$ cat src/rtl/canfc_pkg.sv
package canfc_pkg;

  typedef enum logic [1:0] {
    ST_ACTIVE  = 2'b00,
    ST_PASSIVE = 2'b01,
    ST_BUSOFF  = 2'b10
  } fcState_t;

  // control -> datapath
  typedef struct packed {
    logic evtEn;     // normal error events take effect
    logic allClear;  // recovery: clear both counters
    logic txStep;    // idle sequence completed: tx + 1
  } fcStrobe_t;

  // datapath -> control
  typedef struct packed {
    logic txOverflow;   // incTx8 would exceed counter range
    logic txAtLast;     // tx equals recovery count minus one
    logic txNextHigh;   // normal-path tx next value at or above limit
    logic rxNextHigh;   // normal-path rx next value at or above limit
  } fcFlag_t;

endpackage

$ cat src/rtl/canfc_counters.sv
module canfc_counters
  import canfc_pkg::*;
#(
  parameter int CNT_W       = 8,
  parameter int ERR_STEP    = 8,
  parameter int PASSIVE_LIM = 128,
  parameter int RX_PRESET   = 119,
  parameter int RECOVER_CNT = 128
) (
  input  logic             clk,
  input  logic             rstN,
  input  logic             incTx8,
  input  logic             decTx,
  input  logic             incRx8,
  input  logic             incRx1,
  input  logic             decRx,
  input  logic             rxSuccess,
  input  logic             freezeMode,
  input  logic             hostWrTx,
  input  logic             hostWrRx,
  input  logic [CNT_W-1:0] hostWrData,
  input  fcStrobe_t        strb,
  output fcFlag_t          flags,
  output logic [CNT_W-1:0] txCnt,
  output logic [CNT_W-1:0] rxCnt
);

  localparam int              SumW      = CNT_W + 1;
  localparam logic [CNT_W-1:0] CntZero  = '0;
  localparam logic [CNT_W-1:0] CntMax   = '1;
  localparam logic [CNT_W-1:0] CntOne   = CNT_W'(1);
  localparam logic [CNT_W-1:0] PassLim  = CNT_W'(PASSIVE_LIM);
  localparam logic [CNT_W-1:0] PresetV  = CNT_W'(RX_PRESET);
  localparam logic [CNT_W-1:0] RecLast  = CNT_W'(RECOVER_CNT - 1);
  localparam logic [SumW-1:0]  StepBig  = SumW'(ERR_STEP);
  localparam logic [SumW-1:0]  StepOne  = SumW'(1);

  logic             wrTx, wrRx;
  logic [SumW-1:0]  txSum, rxSum8, rxSum1;
  logic [CNT_W-1:0] txDec, rxDec, rxSat8, rxSat1;
  logic [CNT_W-1:0] txNormal, rxNormal, txWouldBe, rxWouldBe;
  logic [CNT_W-1:0] txNext, rxNext;

  assign wrTx = freezeMode & hostWrTx;
  assign wrRx = freezeMode & hostWrRx;

  // transmit normal path
  always_comb begin
    txSum = {1'b0, txCnt} + StepBig;
    txDec = (txCnt == CntZero) ? CntZero : (txCnt - CntOne);
    if (incTx8)     txNormal = txSum[CNT_W-1:0];
    else if (decTx) txNormal = txDec;
    else            txNormal = txCnt;
    txWouldBe = wrTx ? hostWrData : txNormal;
  end

  // receive normal path
  always_comb begin
    rxSum8 = {1'b0, rxCnt} + StepBig;
    rxSum1 = {1'b0, rxCnt} + StepOne;
    rxSat8 = rxSum8[CNT_W] ? CntMax : rxSum8[CNT_W-1:0];
    rxSat1 = rxSum1[CNT_W] ? CntMax : rxSum1[CNT_W-1:0];
    rxDec  = (rxCnt == CntZero) ? CntZero : (rxCnt - CntOne);
    if (incRx8)         rxNormal = rxSat8;
    else if (incRx1)    rxNormal = rxSat1;
    else if (rxSuccess) rxNormal = (rxCnt >= PassLim) ? PresetV : rxDec;
    else if (decRx)     rxNormal = rxDec;
    else                rxNormal = rxCnt;
    rxWouldBe = wrRx ? hostWrData : rxNormal;
  end

  always_comb begin
    flags.txOverflow = ~wrTx & incTx8 & txSum[CNT_W];
    flags.txAtLast   = (txCnt == RecLast);
    flags.txNextHigh = (txWouldBe >= PassLim);
    flags.rxNextHigh = (rxWouldBe >= PassLim);
  end

  always_comb begin
    if (strb.allClear)      txNext = CntZero;
    else if (wrTx)          txNext = hostWrData;
    else if (strb.evtEn)    txNext = flags.txOverflow ? CntZero : txNormal;
    else if (strb.txStep)   txNext = txCnt + CntOne;
    else                    txNext = txCnt;
  end

  always_comb begin
    if (strb.allClear)      rxNext = CntZero;
    else if (wrRx)          rxNext = hostWrData;
    else if (strb.evtEn)    rxNext = rxNormal;
    else                    rxNext = rxCnt;
  end

  always_ff @(posedge clk) begin
    if (!rstN) begin
      txCnt <= CntZero;
      rxCnt <= CntZero;
    end else begin
      txCnt <= txNext;
      rxCnt <= rxNext;
    end
  end

  // decrement at zero keeps zero
  a_r2_dec_floor: assert property (@(posedge clk) disable iff (!rstN)
    (strb.evtEn && !strb.allClear && !wrTx && !incTx8 && decTx && txCnt == CntZero)
      |=> (txCnt == CntZero));

  // receive increments saturate
  a_r3_rx_saturate: assert property (@(posedge clk) disable iff (!rstN)
    (strb.evtEn && !strb.allClear && !wrRx && (incRx8 || incRx1) && rxCnt == CntMax)
      |=> (rxCnt == CntMax));

  // success above the limit presets
  a_r4_rx_preset: assert property (@(posedge clk) disable iff (!rstN)
    (strb.evtEn && !strb.allClear && !wrRx && !incRx8 && !incRx1 && rxSuccess &&
     rxCnt >= PassLim) |=> (rxCnt == PresetV));

  // receive counter frozen while bus off
  a_r8_rx_hold: assert property (@(posedge clk) disable iff (!rstN)
    (!strb.evtEn && !strb.allClear && !wrRx) |=> $stable(rxCnt));

endmodule

$ cat src/rtl/canfc_control.sv
module canfc_control
  import canfc_pkg::*;
#(
  parameter int IDLE_BITS = 11
) (
  input  logic      clk,
  input  logic      rstN,
  input  logic      bitStrobe,
  input  logic      bitRecessive,
  input  fcFlag_t   flags,
  output fcStrobe_t strb,
  output fcState_t  state,
  output logic      stateChange,
  output logic      busOffIrq
);

  localparam int              RecW    = $clog2(IDLE_BITS);
  localparam logic [RecW-1:0] RecLast = RecW'(IDLE_BITS - 1);
  localparam logic [RecW-1:0] RecOne  = RecW'(1);

  logic [RecW-1:0] recCnt, recNext;
  fcState_t        stateNext;
  logic            inBusOff, idleWrap, recover;

  always_comb begin
    inBusOff = (state == ST_BUSOFF);
    idleWrap = inBusOff & bitStrobe & bitRecessive & (recCnt == RecLast);
    recover  = idleWrap & flags.txAtLast;
    strb.evtEn    = ~inBusOff;
    strb.txStep   = idleWrap;
    strb.allClear = recover;
  end

  // consecutive recessive bit counter, live only while bus off
  always_comb begin
    if (!inBusOff)                   recNext = '0;
    else if (!bitStrobe)             recNext = recCnt;
    else if (!bitRecessive)          recNext = '0;
    else if (recCnt == RecLast)      recNext = '0;
    else                             recNext = recCnt + RecOne;
  end

  always_comb begin
    stateNext = state;
    unique case (state)
      ST_ACTIVE: begin
        if (flags.txOverflow)                          stateNext = ST_BUSOFF;
        else if (flags.txNextHigh || flags.rxNextHigh) stateNext = ST_PASSIVE;
      end
      ST_PASSIVE: begin
        if (flags.txOverflow)                            stateNext = ST_BUSOFF;
        else if (!flags.txNextHigh && !flags.rxNextHigh) stateNext = ST_ACTIVE;
      end
      ST_BUSOFF: begin
        if (recover) stateNext = ST_ACTIVE;
      end
      default: stateNext = ST_ACTIVE;
    endcase
  end

  always_ff @(posedge clk) begin
    if (!rstN) begin
      state       <= ST_ACTIVE;
      recCnt      <= '0;
      stateChange <= 1'b0;
      busOffIrq   <= 1'b0;
    end else begin
      state       <= stateNext;
      recCnt      <= recNext;
      stateChange <= (stateNext != state);
      busOffIrq   <= (stateNext == ST_BUSOFF) && (state != ST_BUSOFF);
    end
  end

  // interrupt accompanies bus off entry
  a_r7_irq_with_busoff: assert property (@(posedge clk) disable iff (!rstN)
    busOffIrq |-> (state == ST_BUSOFF && stateChange));

  // idle bit count stays within its window
  a_r9_rec_range: assert property (@(posedge clk) disable iff (!rstN)
    recCnt <= RecLast);

  // recovery lands in error active
  a_r10_recover: assert property (@(posedge clk) disable iff (!rstN)
    (inBusOff && strb.allClear) |=> (state == ST_ACTIVE && stateChange));

  // change pulse only with a new state
  a_r12_change_pulse: assert property (@(posedge clk) disable iff (!rstN)
    stateChange |-> (state != $past(state)));

endmodule

$ cat src/rtl/canfc_top.sv
module canfc_top
  import canfc_pkg::*;
#(
  parameter int CNT_W       = 8,
  parameter int ERR_STEP    = 8,
  parameter int PASSIVE_LIM = 128,
  parameter int RX_PRESET   = 119,
  parameter int RECOVER_CNT = 128,
  parameter int IDLE_BITS   = 11
) (
  input  logic             clk,
  input  logic             rstN,
  input  logic             incTx8,
  input  logic             decTx,
  input  logic             incRx8,
  input  logic             incRx1,
  input  logic             decRx,
  input  logic             rxSuccess,
  input  logic             bitStrobe,
  input  logic             bitRecessive,
  input  logic             freezeMode,
  input  logic             hostWrTx,
  input  logic             hostWrRx,
  input  logic [CNT_W-1:0] hostWrData,
  output logic [CNT_W-1:0] txCount,
  output logic [CNT_W-1:0] rxCount,
  output logic [1:0]       faultState,
  output logic             stateChange,
  output logic             busOffIrq
);

  localparam logic [CNT_W-1:0] PassLim = CNT_W'(PASSIVE_LIM);

  fcStrobe_t strb;
  fcFlag_t   flags;
  fcState_t  state;

  canfc_counters #(
    .CNT_W(CNT_W), .ERR_STEP(ERR_STEP), .PASSIVE_LIM(PASSIVE_LIM),
    .RX_PRESET(RX_PRESET), .RECOVER_CNT(RECOVER_CNT)
  ) i_counters (
    .clk(clk), .rstN(rstN),
    .incTx8(incTx8), .decTx(decTx), .incRx8(incRx8), .incRx1(incRx1),
    .decRx(decRx), .rxSuccess(rxSuccess),
    .freezeMode(freezeMode), .hostWrTx(hostWrTx), .hostWrRx(hostWrRx),
    .hostWrData(hostWrData),
    .strb(strb), .flags(flags),
    .txCnt(txCount), .rxCnt(rxCount)
  );

  canfc_control #(.IDLE_BITS(IDLE_BITS)) i_control (
    .clk(clk), .rstN(rstN),
    .bitStrobe(bitStrobe), .bitRecessive(bitRecessive),
    .flags(flags), .strb(strb), .state(state),
    .stateChange(stateChange), .busOffIrq(busOffIrq)
  );

  assign faultState = state;

  // error active implies both counters below the limit
  a_r5_active_bound: assert property (@(posedge clk) disable iff (!rstN)
    (state == ST_ACTIVE) |-> (txCount < PassLim && rxCount < PassLim));

  // error passive implies at least one counter at the limit
  a_r6_passive_bound: assert property (@(posedge clk) disable iff (!rstN)
    (state == ST_PASSIVE) |-> (txCount >= PassLim || rxCount >= PassLim));

endmodule

$ cat config.mk
export PLATFORM = sky130hd
export DESIGN_NAME = canfc_top
export DESIGN_NICKNAME = d
export VERILOG_FILES = /design/src/rtl/canfc_pkg.sv /design/src/rtl/canfc_counters.sv /design/src/rtl/canfc_control.sv /design/src/rtl/canfc_top.sv
export SDC_FILE = /design/constraint.sdc
export NUM_CORES = 1
export LEC_CHECK = 0
export BUFFER_PORTS_ARGS = -buffer_cell sky130_fd_sc_hd__buf_2
export CAP_MARGIN = 20
export CELL_PAD_IN_SITES_DETAIL_PLACEMENT = 2
export CELL_PAD_IN_SITES_GLOBAL_PLACEMENT = 2
export CORE_MARGIN = 4
export CORE_UTILIZATION = 28
export DETAILED_ROUTE_END_ITERATION = 12
export PLACE_DENSITY = 0.8
export SYNTH_ARGS = -nofsm -noshare
export SYNTH_HDL_FRONTEND = slang
export SYNTH_SLANG_ARGS = --single-unit
$ cat constraint.sdc
create_clock -name clk -period 2 [get_ports clk]
set_clock_uncertainty 0.05 [all_clocks]
set_input_delay 0.3 -clock clk [delete_from_list [all_inputs] [get_ports clk]]
set_output_delay 0.3 -clock clk [all_outputs]
set_load 0.01 [all_outputs]
==> run_summary.xml, run 1 <==
<?xml version="1.0" encoding="UTF-8"?>
<metrics>
  <group name="clock_tree">
    <metric name="clock-root-buffer" unit="">clkbuf_8</metric>
    <metric name="cts_tree" unit="">built</metric>
    <metric name="htreeDepth" unit="">1</metric>
    <metric name="numCtsBuffers" unit="">3</metric>
    <metric name="clk-insertion-delay-late" unit="ns">0.27</metric>
    <metric name="cts_num_sinks" unit="">24</metric>
    <metric name="cts_buffer_depth" unit="">2</metric>
    <metric name="clk_transition_reported_paths" unit="ns">0.10</metric>
  </group>
  <group name="drt">
    <metric name="detail_route.first_pass.iterations" unit="">4</metric>
    <metric name="drtIter0Drc" unit="">123</metric>
    <metric name="routed_via_density" unit="">5.80</metric>
    <metric name="detail_route.drc_violations" unit="">0</metric>
    <metric name="avgRoutedWirePerCell" unit="µm">24.0</metric>
    <metric name="route.antenna.remaining_nets" unit="">0</metric>
    <metric name="detail_route.wirelength" unit="µm">12800</metric>
    <metric name="dr_total_vias" unit="">3101</metric>
  </group>
  <group name="logic_synthesis">
    <metric name="yosys-top-cells-area" unit="">dfxtp_1, a21oi_1, ha_1, nand2_1, nor2_1</metric>
    <metric name="mappedNetlistNets" unit="">363</metric>
    <metric name="area_share_of_the_leading_cell_type_in_the_synthesized_netlist" unit="">0.204</metric>
    <metric name="synth-edff-count" unit="">0</metric>
    <metric name="postSynthCellCount" unit="">331</metric>
    <metric name="synthesis.area" unit="µm²">2350</metric>
    <metric name="async_flop_share" unit="">0</metric>
    <metric name="synth.largest_area_cell" unit="">dfxtp_1</metric>
    <metric name="cell_variety_after_synth" unit="">61</metric>
    <metric name="ys.flop_type" unit="">dfxtp_1</metric>
    <metric name="synth.avg_cell_area" unit="µm²">7.11</metric>
    <metric name="synth_sequential_area_ratio" unit="">0.204</metric>
    <metric name="yosysWarningCount" unit="">0</metric>
    <metric name="synth-seq-cells" unit="">24</metric>
  </group>
  <group name="layout">
    <metric name="final_net_count" unit="">463</metric>
    <metric name="final_core_utilization" unit="">0.435</metric>
    <metric name="antenna-diode-count" unit="">0</metric>
    <metric name="fillCellCount" unit="">947</metric>
    <metric name="final_layout_size_suffix_gt1_frac" unit="">0.437</metric>
    <metric name="final-seq-area" unit="µm²">515</metric>
    <metric name="multi_input_area" unit="µm²">2000</metric>
    <metric name="cell_count_final_fillers_out" unit="">535</metric>
    <metric name="fin_area" unit="µm²">3580</metric>
    <metric name="syn_to_final_growth" unit="%">51.9</metric>
  </group>
  <group name="sta">
    <metric name="setup_violations" unit="">6</metric>
    <metric name="fin_hold_ws" unit="ns">0.224</metric>
    <metric name="maxSlewViolCount" unit="">0</metric>
    <metric name="setup_repair_after_global_routing_missed_its_margin" unit="">true</metric>
    <metric name="post_route_setup_slack" unit="ns">-0.151</metric>
    <metric name="transition_time_of_the_tightest_slew_check_pin" unit="ns">0.396</metric>
    <metric name="post-route-min-period" unit="ns">2.15</metric>
    <metric name="final.period_utilization" unit="">1.08</metric>
    <metric name="slew_headroom" unit="">0.735</metric>
    <metric name="maximum_frequency_from_static_timing_analysis" unit="GHz">0.465</metric>
    <metric name="hold_viol_final" unit="">0</metric>
    <metric name="final.setup.tns" unit="ns">-0.372</metric>
  </group>
  <group name="grt">
    <metric name="grt_antenna_before_repair" unit="">0</metric>
    <metric name="globalRouteTotalUtil" unit="">0.233</metric>
    <metric name="grt_pass1_vias" unit="">3388</metric>
    <metric name="grt_max_degree" unit="">17</metric>
    <metric name="grt.overflow.total" unit="">0</metric>
    <metric name="grt_first_pass_wirelength" unit="µm">18600</metric>
  </group>
  <group name="critical_path">
    <metric name="critical_path_arrival" unit="ns">2.27</metric>
    <metric name="crit_path_cell_trace" unit="">ha_4, nand4_1, or4b_4, a31oi_4, a21oi_2, or2_1, and3_1</metric>
    <metric name="max_stage_delay" unit="ns">0.56</metric>
    <metric name="crit_family" unit="">simple AND/OR/NAND/NOR gates</metric>
    <metric name="setup.worst_path.end_class" unit="">flop</metric>
    <metric name="worst-path-buf-inv" unit="">0</metric>
    <metric name="startpoint_to_endpoint_class_of_the_critical_path" unit="">reg2reg</metric>
    <metric name="worstSetupStartpointType" unit="">flop</metric>
    <metric name="timing.critical_path.slowest_stage_cell" unit="">or4b_4</metric>
    <metric name="cp_data_required_time" unit="ns">2.12</metric>
    <metric name="crit_path_max_fanout" unit="">3</metric>
  </group>
  <group name="placement">
    <metric name="place.detailed.instances" unit="">520</metric>
    <metric name="place_area" unit="µm²">3120</metric>
    <metric name="number_of_buffers_added_on_ports" unit="">40</metric>
    <metric name="dp_hpwl" unit="µm">8620</metric>
    <metric name="gp_congestion" unit="">0.847</metric>
  </group>
  <group name="die">
    <metric name="num_rows" unit="">33</metric>
    <metric name="fp.dieW" unit="µm">99.7</metric>
    <metric name="number_of_ports_placed_on_the_die_boundary" unit="">41</metric>
    <metric name="die-height" unit="µm">99.7</metric>
    <metric name="fp.coreArea" unit="µm²">8220</metric>
    <metric name="design.die.area" unit="µm²">9940</metric>
    <metric name="floorplan.initialDensity" unit="">0.287</metric>
  </group>
  <group name="run_status">
    <metric name="run_status" unit="">complete, but fails checks</metric>
    <metric name="failing_checks" unit="">negative setup slack</metric>
  </group>
  <group name="power_and_ir_drop">
    <metric name="vdd_ir_drop_max" unit="µV">254</metric>
    <metric name="leakagePower" unit="nW">1.43</metric>
    <metric name="pwr_cell_area" unit="nW/µm²">524</metric>
  </group>
  <group name="flow_run">
    <metric name="max_cap_viol_count" unit="">0</metric>
  </group>
  <group name="hold_path">
    <metric name="hold_path.class" unit="">in2reg</metric>
  </group>
</metrics>
==> timing repair <==
item / in CTS / in global routing
hold buffers: 0 / 0
endpoints found under the setup margin: 14 / 18
pin swaps: 7 / 18
gates resized for setup: 21 / 63
cloned: 0 / 1
setup buffers: 7 / 3
==> layer usage <==
metal | vias up | track usage | wire length (µm)
met5 | - | 0 | 0
met3 | 23 | 0.0112 | 322
met1 | 1581 | 0.271 | 5110
met2 | 64 | 0.447 | 7050
li1 | 1433 | - | -
met4 | 0 | 0.0798 | 353
==> through the flow <==
step | power [mW] | setup WS (ns)
after floorplan | 0.989 | 0.00194
after global placement | 1.30 | -0.0770
after detailed placement | 1.35 | -0.149
after CTS | 1.75 | -0.0381
after global routing | 1.98 | -0.232
final | 1.87 | -0.151
==> layout make-up <==
| cell class | count | share of cell area |
|---|---|---|
| Inverter | 15 | 0.0178 |
| Timing Repair Buffer | 117 | 0.228 |
| Multi-Input combinational cell | 270 | 0.558 |
| Sequential cell | 24 | 0.144 |
| Tap cell | 105 | 0.0367 |
| Clock buffer | 4 | 0.0154 |
==> worst paths after layout <==
kind	slack (ns)	startpoint	cells past startpoint	to
max reg2reg	-0.15	i_counters.rxCnt[3]$_SDFFE_PP0P_	7	i_control.state[0]$_SDFF_PN0_
min	0.22	hostWrData[1]	3	i_counters.rxCnt[1]$_SDFFE_PP0P_
max	-0.15	i_counters.rxCnt[3]$_SDFFE_PP0P_	7	i_control.state[0]$_SDFF_PN0_
min reg2reg	0.54	i_control.recCnt[1]$_SDFFE_PN0P_	2	i_control.recCnt[1]$_SDFFE_PN0P_
==> worst register-to-register path: cells and delay by family (launching register included) <==
| family | cells | cell delay, ns |
|---|---|---|
| simple gates | 4 | 1.18 |
| flops | 1 | 0.40 |
| compound gates | 2 | 0.28 |
| fa+ha+maj | 1 | 0.14 |
==> kinds of logic (layout without fill, tap and decap cells) <==
| kind of cell | Yosys count | count (layout) | synth area share |
|---|---|---|---|
| compound gates | 118 | 118 | 0.317 |
| xor+xnor | 10 | 10 | 0.0372 |
| fa+ha+maj | 11 | 11 | 0.0584 |
| buf+inv | 37 | 136 | 0.0680 |
| flops | 24 | 24 | 0.204 |
| mux | 5 | 5 | 0.0218 |
| simple gates | 126 | 126 | 0.293 |
==> power by group <==
part           leakage, nW  switching [mW]  internal [mW]
Combinational         1.20           0.511          0.432
Clock               0.0288           0.181          0.176
Sequential           0.204          0.0564          0.517
Total                 1.43           0.748           1.13
==> registers in the layout, summed over array words and instances (netlist names) <==
name                   cells
i_counters.rxCnt           8
i_control.busOffIrq        1
i_counters.txCnt           8
i_control.recCnt           4
i_control.stateChange      1
i_control.state            2
==> synth_stat cells, types with 3 or more instances <==
cell type	instances
o221ai_1	3
xnor2_1	7
nor4_1	3
nor2_1	27
buf_2	7
a22oi_1	5
nand2_1	29
xor2_1	3
o21ai_0	18
o31ai_1	4
nor3b_1	3
nand2b_1	5
ha_1	11
or3_1	3
o211ai_1	8
mux2i_1	4
clkbuf_1	12
a31oi_1	6
o21ai_1	7
o21a_1	3
nor3_1	6
a21oi_1	35
nand3_1	15
a21o_1	3
dfxtp_1	24
and3_1	4
a211oi_1	10
nand4_1	10
inv_1	14
==> layout by cell type (no fill, tap or decap), types with 10 or more instances in the layout <==
| cell type | count |
|---|---|
| buf_4 | 73 |
| buf_2 | 40 |
| a21oi_1 | 31 |
| nand2_1 | 27 |
| nor2_1 | 26 |
| nand3_1 | 14 |
| dfxtp_1 | 14 |
| o21ai_0 | 13 |
| nand4_1 | 10 |
Note: power is estimated with default switching activity, not from simulation.
==> inputs of run 2 (changes only) <==
--- a/config.mk
+++ b/config.mk
@@ -10,9 +10,10 @@
 export CELL_PAD_IN_SITES_DETAIL_PLACEMENT = 2
 export CELL_PAD_IN_SITES_GLOBAL_PLACEMENT = 2
 export CORE_MARGIN = 4
-export CORE_UTILIZATION = 28
+export CORE_UTILIZATION = 29
+export CTS_BUF_LIST = sky130_fd_sc_hd__clkbuf_4
 export DETAILED_ROUTE_END_ITERATION = 12
-export PLACE_DENSITY = 0.8
+export PLACE_DENSITY = 0.83
 export SYNTH_ARGS = -nofsm -noshare
 export SYNTH_HDL_FRONTEND = slang
 export SYNTH_SLANG_ARGS = --single-unit
==> constraint.sdc (replaced) <==
create_clock -name clk -period 2 [get_ports clk]
set_clock_uncertainty 0.05 [all_clocks]
set_input_delay 0.6 -clock clk [delete_from_list [all_inputs] [get_ports clk]]
set_output_delay 0.6 -clock clk [all_outputs]
set_load 0.01 [all_outputs]
==> run 2 against run 1 <==
Effect of this change: the flow still finishes with violations (negative setup slack); die area shrank 3.2%; first-iteration DRC count grew 53%; critical path type unchanged; maximum frequency shrank 2.2%; largest cell class unchanged; sequential share of layout area shrank 0.72 points; global-route usage grew 3.8 points; final cell count grew 1.1%; register-to-register slack lost 0.05 ns; critical endpoint is now i_counters.txCnt[7]$_SDFFE_PP0P_; non-clock buffer count grew 9; sequential cell count is the same; clock power shrank 24%; worst hold slack gained 0.24 ns.
==> run_summary.xml, run 2 (same netlist as run 1, synthesis figures left out) <==
<?xml version="1.0" encoding="UTF-8"?>
<metrics>
  <group name="die">
    <metric name="fp.coreArea" unit="µm²">7810</metric>
    <metric name="die-height" unit="µm">98.1</metric>
    <metric name="design.die.area" unit="µm²">9630</metric>
    <metric name="floorplan.initialDensity" unit="">0.302</metric>
    <metric name="num_rows" unit="">32</metric>
    <metric name="number_of_ports_placed_on_the_die_boundary" unit="">41</metric>
    <metric name="fp.dieW" unit="µm">98.1</metric>
  </group>
  <group name="critical_path">
    <metric name="crit_path_max_fanout" unit="">3</metric>
    <metric name="setup.worst_path.end_class" unit="">flop</metric>
    <metric name="startpoint_to_endpoint_class_of_the_critical_path" unit="">reg2reg</metric>
    <metric name="worstSetupStartpointType" unit="">flop</metric>
    <metric name="cp_data_required_time" unit="ns">2.24</metric>
    <metric name="critical_path_arrival" unit="ns">2.44</metric>
  </group>
  <group name="power_and_ir_drop">
    <metric name="leakagePower" unit="nW">1.49</metric>
    <metric name="vdd_ir_drop_max" unit="µV">271</metric>
    <metric name="power" unit="mW">1.91</metric>
    <metric name="pwr_cell_area" unit="nW/µm²">510</metric>
  </group>
  <group name="sta">
    <metric name="setup_repair_after_global_routing_missed_its_margin" unit="">true</metric>
    <metric name="post-route-min-period" unit="ns">2.20</metric>
    <metric name="fin_hold_ws" unit="ns">0.465</metric>
    <metric name="transition_time_of_the_tightest_slew_check_pin" unit="ns">0.512</metric>
    <metric name="slew_headroom" unit="">0.656</metric>
    <metric name="final.setup.tns" unit="ns">-1.45</metric>
    <metric name="maxSlewViolCount" unit="">0</metric>
    <metric name="setup_violations" unit="">19</metric>
    <metric name="post_route_setup_slack" unit="ns">-0.200</metric>
    <metric name="final.period_utilization" unit="">1.10</metric>
    <metric name="hold_viol_final" unit="">0</metric>
    <metric name="maximum_frequency_from_static_timing_analysis" unit="GHz">0.455</metric>
  </group>
  <group name="layout">
    <metric name="fillCellCount" unit="">852</metric>
    <metric name="antenna-diode-count" unit="">0</metric>
    <metric name="cell_count_final_fillers_out" unit="">541</metric>
    <metric name="most-common-layout-cells" unit="">buf_4, buf_2, a21oi_1</metric>
    <metric name="layout.cells.most_common" unit="">buf_4</metric>
    <metric name="final_net_count" unit="">472</metric>
    <metric name="fin_area" unit="µm²">3750</metric>
    <metric name="top_regs" unit="">i_counters.rxCnt: 8 flops, i_counters.txCnt: 8 flops, i_control.recCnt: 4 flops</metric>
    <metric name="final_core_utilization" unit="">0.480</metric>
    <metric name="final_layout_size_suffix_gt1_frac" unit="">0.485</metric>
    <metric name="syn_to_final_growth" unit="%">59.1</metric>
  </group>
  <group name="drt">
    <metric name="route.antenna.remaining_nets" unit="">0</metric>
    <metric name="detail_route.drc_violations" unit="">0</metric>
    <metric name="dr_total_vias" unit="">3323</metric>
    <metric name="detail_route.first_pass.iterations" unit="">4</metric>
    <metric name="routed_via_density" unit="">6.14</metric>
    <metric name="detail_route.wirelength" unit="µm">14500</metric>
    <metric name="drtIter0Drc" unit="">188</metric>
    <metric name="avgRoutedWirePerCell" unit="µm">26.7</metric>
  </group>
  <group name="clock_tree">
    <metric name="clk_transition_reported_paths" unit="ns">0.16</metric>
    <metric name="cts_num_sinks" unit="">24</metric>
    <metric name="clock-root-buffer" unit="">clkbuf_4</metric>
    <metric name="postCtsHoldBufs" unit="">0</metric>
    <metric name="htreeDepth" unit="">1</metric>
    <metric name="numCtsBuffers" unit="">3</metric>
    <metric name="clk-insertion-delay-late" unit="ns">0.35</metric>
    <metric name="cts_tree" unit="">built</metric>
    <metric name="cts_buffer_depth" unit="">2</metric>
  </group>
  <group name="grt">
    <metric name="grt_max_degree" unit="">17</metric>
    <metric name="grt_first_pass_wirelength" unit="µm">20700</metric>
    <metric name="grt_antenna_before_repair" unit="">0</metric>
    <metric name="grt.overflow.total" unit="">0</metric>
    <metric name="globalRouteTotalUtil" unit="">0.271</metric>
    <metric name="grt_pass1_vias" unit="">3630</metric>
  </group>
  <group name="placement">
    <metric name="place_ws" unit="ns">-0.384</metric>
    <metric name="gp_congestion" unit="">0.884</metric>
    <metric name="number_of_buffers_added_on_ports" unit="">40</metric>
    <metric name="dp_hpwl" unit="µm">8970</metric>
    <metric name="place_area" unit="µm²">3170</metric>
    <metric name="place.detailed.instances" unit="">523</metric>
  </group>
  <group name="hold_path">
    <metric name="hold_path.class" unit="">in2reg</metric>
  </group>
  <group name="run_status">
    <metric name="run_status" unit="">complete, but fails checks</metric>
    <metric name="failing_checks" unit="">negative setup slack</metric>
  </group>
  <group name="flow_run">
    <metric name="max_cap_viol_count" unit="">0</metric>
  </group>
</metrics>
## run 2: cell type report
type	instances	area, µm²	share of cell area
inverters	15	66.3	0.0177
well taps	102	128	0.0341
clock buffers	4	30.0	0.00802
repair buffers	126	887	0.237
multi-input cells	270	2120	0.566
flip-flops and latches	24	513	0.137
## run 2: path summary, 6_finish.rpt
path / start / slack, ns / end / depth (start not counted)
setup / recovery: i_counters.txCnt[3]$_SDFFE_PP0P_ / -0.20 / i_counters.txCnt[7]$_SDFFE_PP0P_ / 8
hold / removal: hostWrData[1] / 0.46 / i_counters.rxCnt[1]$_SDFFE_PP0P_ / 3
setup reg to reg: i_counters.txCnt[3]$_SDFFE_PP0P_ / -0.20 / i_counters.txCnt[7]$_SDFFE_PP0P_ / 8
hold reg to reg: i_control.recCnt[1]$_SDFFE_PN0P_ / 0.55 / i_control.recCnt[1]$_SDFFE_PN0P_ / 2
## run 2: metal layers
| metal | share of wire | up-vias | GRT usage |
|---|---|---|---|
| li1 | - | 1460 | - |
| met1 | 0.37 | 1697 | 0.292 |
| met2 | 0.55 | 122 | 0.515 |
| met3 | 0.041 | 44 | 0.0400 |
| met4 | 0.039 | 0 | 0.126 |
| met5 | 0 | - | 0 |
## run 2: power by group
group	leakage (nW)	switching, mW	internal, mW	total, mW
Clock	0.0184	0.179	0.0923	0.271
Sequential	0.204	0.0590	0.519	0.578
Combinational	1.27	0.582	0.479	1.06
## run 2: repair_timing
action	4_1_cts	5_1_grt
pin swaps	23	40
setup buffers	9	7
endpoints found under the setup margin	14	20
gates resized for setup	36	73
## run 2: critical path, stage by stage, from the launching register on
cell,delay [ns]
dfxtp_4,0.43
inv_4,0.05
ha_4,0.16
nor3b_4,0.16
and4_1,0.20
or4_4,0.56
o21ai_4,0.18
o21ai_2,0.10
a211oi_2,0.24
==> inputs of run 3 (changes only) <==
--- a/config.mk
+++ b/config.mk
@@ -5,15 +5,16 @@
 export SDC_FILE = /design/constraint.sdc
 export NUM_CORES = 1
 export LEC_CHECK = 0
+export ABC_AREA = 1
 export BUFFER_PORTS_ARGS = -buffer_cell sky130_fd_sc_hd__buf_2
 export CAP_MARGIN = 20
 export CELL_PAD_IN_SITES_DETAIL_PLACEMENT = 2
 export CELL_PAD_IN_SITES_GLOBAL_PLACEMENT = 2
 export CORE_MARGIN = 4
-export CORE_UTILIZATION = 29
+export CORE_UTILIZATION = 28
 export CTS_BUF_LIST = sky130_fd_sc_hd__clkbuf_4
 export DETAILED_ROUTE_END_ITERATION = 12
-export PLACE_DENSITY = 0.83
+export PLACE_DENSITY = 0.84
 export SYNTH_ARGS = -nofsm -noshare
 export SYNTH_HDL_FRONTEND = slang
 export SYNTH_SLANG_ARGS = --single-unit
==> run 3 against run 2 <==
Effect of this change: the flow now finishes without violations; register-to-register slack better by 0.35 ns; sequential power is 3% higher; clock power is 17% lower; final cell count is 1.5% lower; sequential share of layout area is 3.9 points higher; global-route usage is 8.7 points lower; critical path depth is 7 lower; sequential cell count stayed put; via count is 18% lower; combinational power is 43% lower; count of clock-buffer cells in the layout is 1 lower; first-iteration DRC count is 70% lower; critical endpoint is now txCount[6]; largest cell class unchanged.
==> run_summary.xml, run 3 <==
<?xml version="1.0" encoding="UTF-8"?>
<metrics>
  <group name="logic_synthesis">
    <metric name="yosys-top-cells-area" unit="">dfxtp_1, nand2_1, a21oi_1, o21ai_0, nand3_1</metric>
    <metric name="area_share_of_the_leading_cell_type_in_the_synthesized_netlist" unit="">0.205</metric>
    <metric name="synth.largest_area_cell" unit="">dfxtp_1</metric>
    <metric name="synth_sequential_area_ratio" unit="">0.205</metric>
    <metric name="ys.flop_type" unit="">dfxtp_1</metric>
    <metric name="cell_variety_after_synth" unit="">34</metric>
    <metric name="synthMostInstantiatedCell" unit="">nand2_1</metric>
    <metric name="async_flop_share" unit="">0</metric>
    <metric name="netlist_top_cells_count" unit="">nand2_1, inv_1, nor2_1</metric>
    <metric name="synth-edff-count" unit="">0</metric>
    <metric name="synth.avg_cell_area" unit="µm²">6.21</metric>
    <metric name="yosysWarningCount" unit="">0</metric>
    <metric name="postSynthCellCount" unit="">378</metric>
    <metric name="mappedNetlistNets" unit="">410</metric>
    <metric name="synthesis.area" unit="µm²">2350</metric>
    <metric name="synth-seq-cells" unit="">24</metric>
  </group>
  <group name="hold_path">
    <metric name="hold_path.class" unit="">reg2reg</metric>
    <metric name="worst_hold_startpoint" unit="">i_control.recCnt[0]$_SDFFE_PN0P_</metric>
  </group>
  <group name="critical_path">
    <metric name="setup.worst_path.end_class" unit="">output port</metric>
    <metric name="crit_path_cell_trace" unit="">buf_2</metric>
    <metric name="crit_path_start" unit="">i_counters.txCnt[6]$_SDFFE_PP0P_</metric>
    <metric name="cp_data_required_time" unit="ns">1.35</metric>
    <metric name="crit_family" unit="">flip-flops</metric>
    <metric name="worstSetupStartpointType" unit="">flop</metric>
    <metric name="critical_path_arrival" unit="ns">1.20</metric>
    <metric name="startpoint_to_endpoint_class_of_the_critical_path" unit="">reg2out</metric>
    <metric name="max_stage_delay" unit="ns">0.65</metric>
    <metric name="crit_path_max_fanout" unit="">12</metric>
    <metric name="timing.critical_path.slowest_stage_cell" unit="">dfxtp_1</metric>
    <metric name="worst-path-buf-inv" unit="">1</metric>
    <metric name="r2r-start" unit="">i_counters.rxCnt[6]$_SDFFE_PP0P_</metric>
  </group>
  <group name="sta">
    <metric name="setup_violations" unit="">0</metric>
    <metric name="maximum_frequency_from_static_timing_analysis" unit="GHz">0.540</metric>
    <metric name="fin_hold_ws" unit="ns">0.478</metric>
    <metric name="maxSlewViolCount" unit="">0</metric>
    <metric name="final.period_utilization" unit="">0.925</metric>
    <metric name="hold_viol_final" unit="">0</metric>
    <metric name="slew_headroom" unit="">0.669</metric>
    <metric name="transition_time_of_the_tightest_slew_check_pin" unit="ns">0.495</metric>
    <metric name="final.setup.tns" unit="ns">0</metric>
    <metric name="post-route-min-period" unit="ns">1.85</metric>
  </group>
  <group name="grt">
    <metric name="grt.overflow.total" unit="">0</metric>
    <metric name="grt_first_pass_wirelength" unit="µm">14800</metric>
    <metric name="grt_pass1_vias" unit="">3001</metric>
    <metric name="grt_max_degree" unit="">13</metric>
    <metric name="globalRouteTotalUtil" unit="">0.184</metric>
    <metric name="grt_antenna_before_repair" unit="">0</metric>
  </group>
  <group name="drt">
    <metric name="avgRoutedWirePerCell" unit="µm">16.9</metric>
    <metric name="dr_total_vias" unit="">2709</metric>
    <metric name="detail_route.first_pass.iterations" unit="">4</metric>
    <metric name="route.antenna.remaining_nets" unit="">0</metric>
    <metric name="detail_route.drc_violations" unit="">0</metric>
    <metric name="routed_via_density" unit="">5.08</metric>
    <metric name="detail_route.wirelength" unit="µm">9000</metric>
    <metric name="drtIter0Drc" unit="">56</metric>
  </group>
  <group name="die">
    <metric name="num_rows" unit="">33</metric>
    <metric name="die-height" unit="µm">99.5</metric>
    <metric name="fp.dieW" unit="µm">99.5</metric>
    <metric name="fp.coreArea" unit="µm²">8180</metric>
    <metric name="number_of_ports_placed_on_the_die_boundary" unit="">41</metric>
    <metric name="floorplan.initialDensity" unit="">0.287</metric>
    <metric name="design.die.area" unit="µm²">9910</metric>
  </group>
  <group name="layout">
    <metric name="final_layout_size_suffix_gt1_frac" unit="">0.243</metric>
    <metric name="final_net_count" unit="">462</metric>
    <metric name="antenna-diode-count" unit="">0</metric>
    <metric name="fillCellCount" unit="">1062</metric>
    <metric name="most-common-layout-cells" unit="">nand2_1, inv_1, buf_2</metric>
    <metric name="top_regs" unit="">i_counters.rxCnt: 8 flops, i_counters.txCnt: 8 flops, i_control.recCnt: 4 flops</metric>
    <metric name="layout.cells.most_common" unit="">nand2_1</metric>
    <metric name="syn_to_final_growth" unit="%">18.1</metric>
    <metric name="final-seq-area" unit="µm²">488</metric>
    <metric name="multi_input_area" unit="µm²">1600</metric>
    <metric name="fin_area" unit="µm²">2770</metric>
  </group>
  <group name="power_and_ir_drop">
    <metric name="pwr_cell_area" unit="nW/µm²">514</metric>
    <metric name="vdd_ir_drop_max" unit="µV">183</metric>
    <metric name="leakagePower" unit="nW">1.30</metric>
  </group>
  <group name="run_status">
    <metric name="run_status" unit="">finished clean</metric>
  </group>
  <group name="clock_tree">
    <metric name="htreeDepth" unit="">1</metric>
    <metric name="cts_num_sinks" unit="">24</metric>
    <metric name="cts_tree" unit="">built</metric>
    <metric name="clock-root-buffer" unit="">clkbuf_4</metric>
    <metric name="cts_post_setup_buffers_inserted" unit="">0</metric>
    <metric name="numCtsBuffers" unit="">3</metric>
    <metric name="clk-insertion-delay-late" unit="ns">0.32</metric>
    <metric name="cts_buffer_depth" unit="">2</metric>
    <metric name="clk_transition_reported_paths" unit="ns">0.13</metric>
  </group>
  <group name="placement">
    <metric name="gp_congestion" unit="">0.843</metric>
    <metric name="dp_hpwl" unit="µm">7620</metric>
    <metric name="number_of_buffers_added_on_ports" unit="">40</metric>
    <metric name="place_area" unit="µm²">2730</metric>
  </group>
  <group name="flow_run">
    <metric name="max_cap_viol_count" unit="">0</metric>
  </group>
</metrics>
==> run 3: cell types whose count changed in the layout (fill, tap and decap cells not counted), moves of 7 or more <==
| cell | before | now |
|---|---|---|
| xor2_1 | 3 | 14 |
| dfxtp_4 | 7 | 0 |
| o21ai_0 | 11 | 32 |
| nand3_1 | 15 | 33 |
| nor2_4 | 1 | 8 |
| buf_6 | 11 | 0 |
| nor2_1 | 24 | 37 |
| inv_1 | 8 | 40 |
| nand2_1 | 26 | 75 |
| inv_2 | 4 | 11 |
| ha_1 | 3 | 11 |
| xnor2_1 | 7 | 0 |
| buf_4 | 75 | 18 |
==> run 3: final cells by class <==
cell class | instances | share of cell area
clock buffer | 3 | 0.00813
inverter | 51 | 0.0691
multi-input combinational | 292 | 0.578
sequential | 24 | 0.176
tap | 105 | 0.0474
timing repair buffer | 58 | 0.121
==> run 3: path summary, 6_finish.rpt <==
kind	endpoint	slack, ns	cells past startpoint
worst min register to register	i_control.recCnt[0]$_SDFFE_PN0P_	0.48	2
worst max-delay path	txCount[6]	0.15	1
worst min-delay path	i_control.recCnt[0]$_SDFFE_PN0P_	0.48	2
worst max register to register	i_control.stateChange$_SDFF_PN0_	0.15	11
==> run 3: power breakdown <==
part	total [mW]	internal (mW)	switching (mW)
combinational	0.605	0.233	0.372
clock	0.226	0.0707	0.155
sequential	0.594	0.519	0.0753
total	1.42	0.822	0.603
==> run 3: per-stage QoR <==
step                utilization  cells  worst slack, ns  power, mW
floorplan                     -    378            0.370      0.982
global placement          0.334    530           0.0766       1.17
detailed placement        0.334    530          0.00517       1.20
CTS                       0.336    533           0.0474       1.43
global route              0.339    533          -0.0126       1.54
finish                    0.339    533            0.149       1.42
==> run 3: worst reg2reg max path: stages (launching register included) <==
cell and delay, ns:
dfxtp_1 0.60, inv_1 0.14, nand3_1 0.18, nor2_2 0.07
a21oi_1 0.20, nand2_1 0.09, nand3_1 0.08, nand2_1 0.10
nand3_2 0.10, nand2_2 0.05, nand2_1 0.06, nand2_1 0.04
==> run 3: logic make-up (layout without fill, tap and decap cells) <==
| family | count (synthesis) | in the layout | share of synthesized area |
|---|---|---|---|
| AOI/OAI and AO/OA | 92 | 92 | 0.217 |
| xor gates and xnor gates | 14 | 14 | 0.0523 |
| adders and majority gates | 11 | 11 | 0.0587 |
| buffers and inverters | 62 | 112 | 0.118 |
| DFF | 24 | 24 | 0.205 |
| and+or+nand+nor | 175 | 175 | 0.349 |
==> run 3: routing by layer <==
metal,track usage,routed length [µm]
met5,0,0
met4,0.0567,180
met3,0.0126,134
met1,0.211,3810
met2,0.360,4880
==> run 3: what timing repair did <==
item | in CTS | in global routing
endpoints found under the setup margin | 0 | 15
hold buffers | 0 | 0
resized for setup | 0 | 14
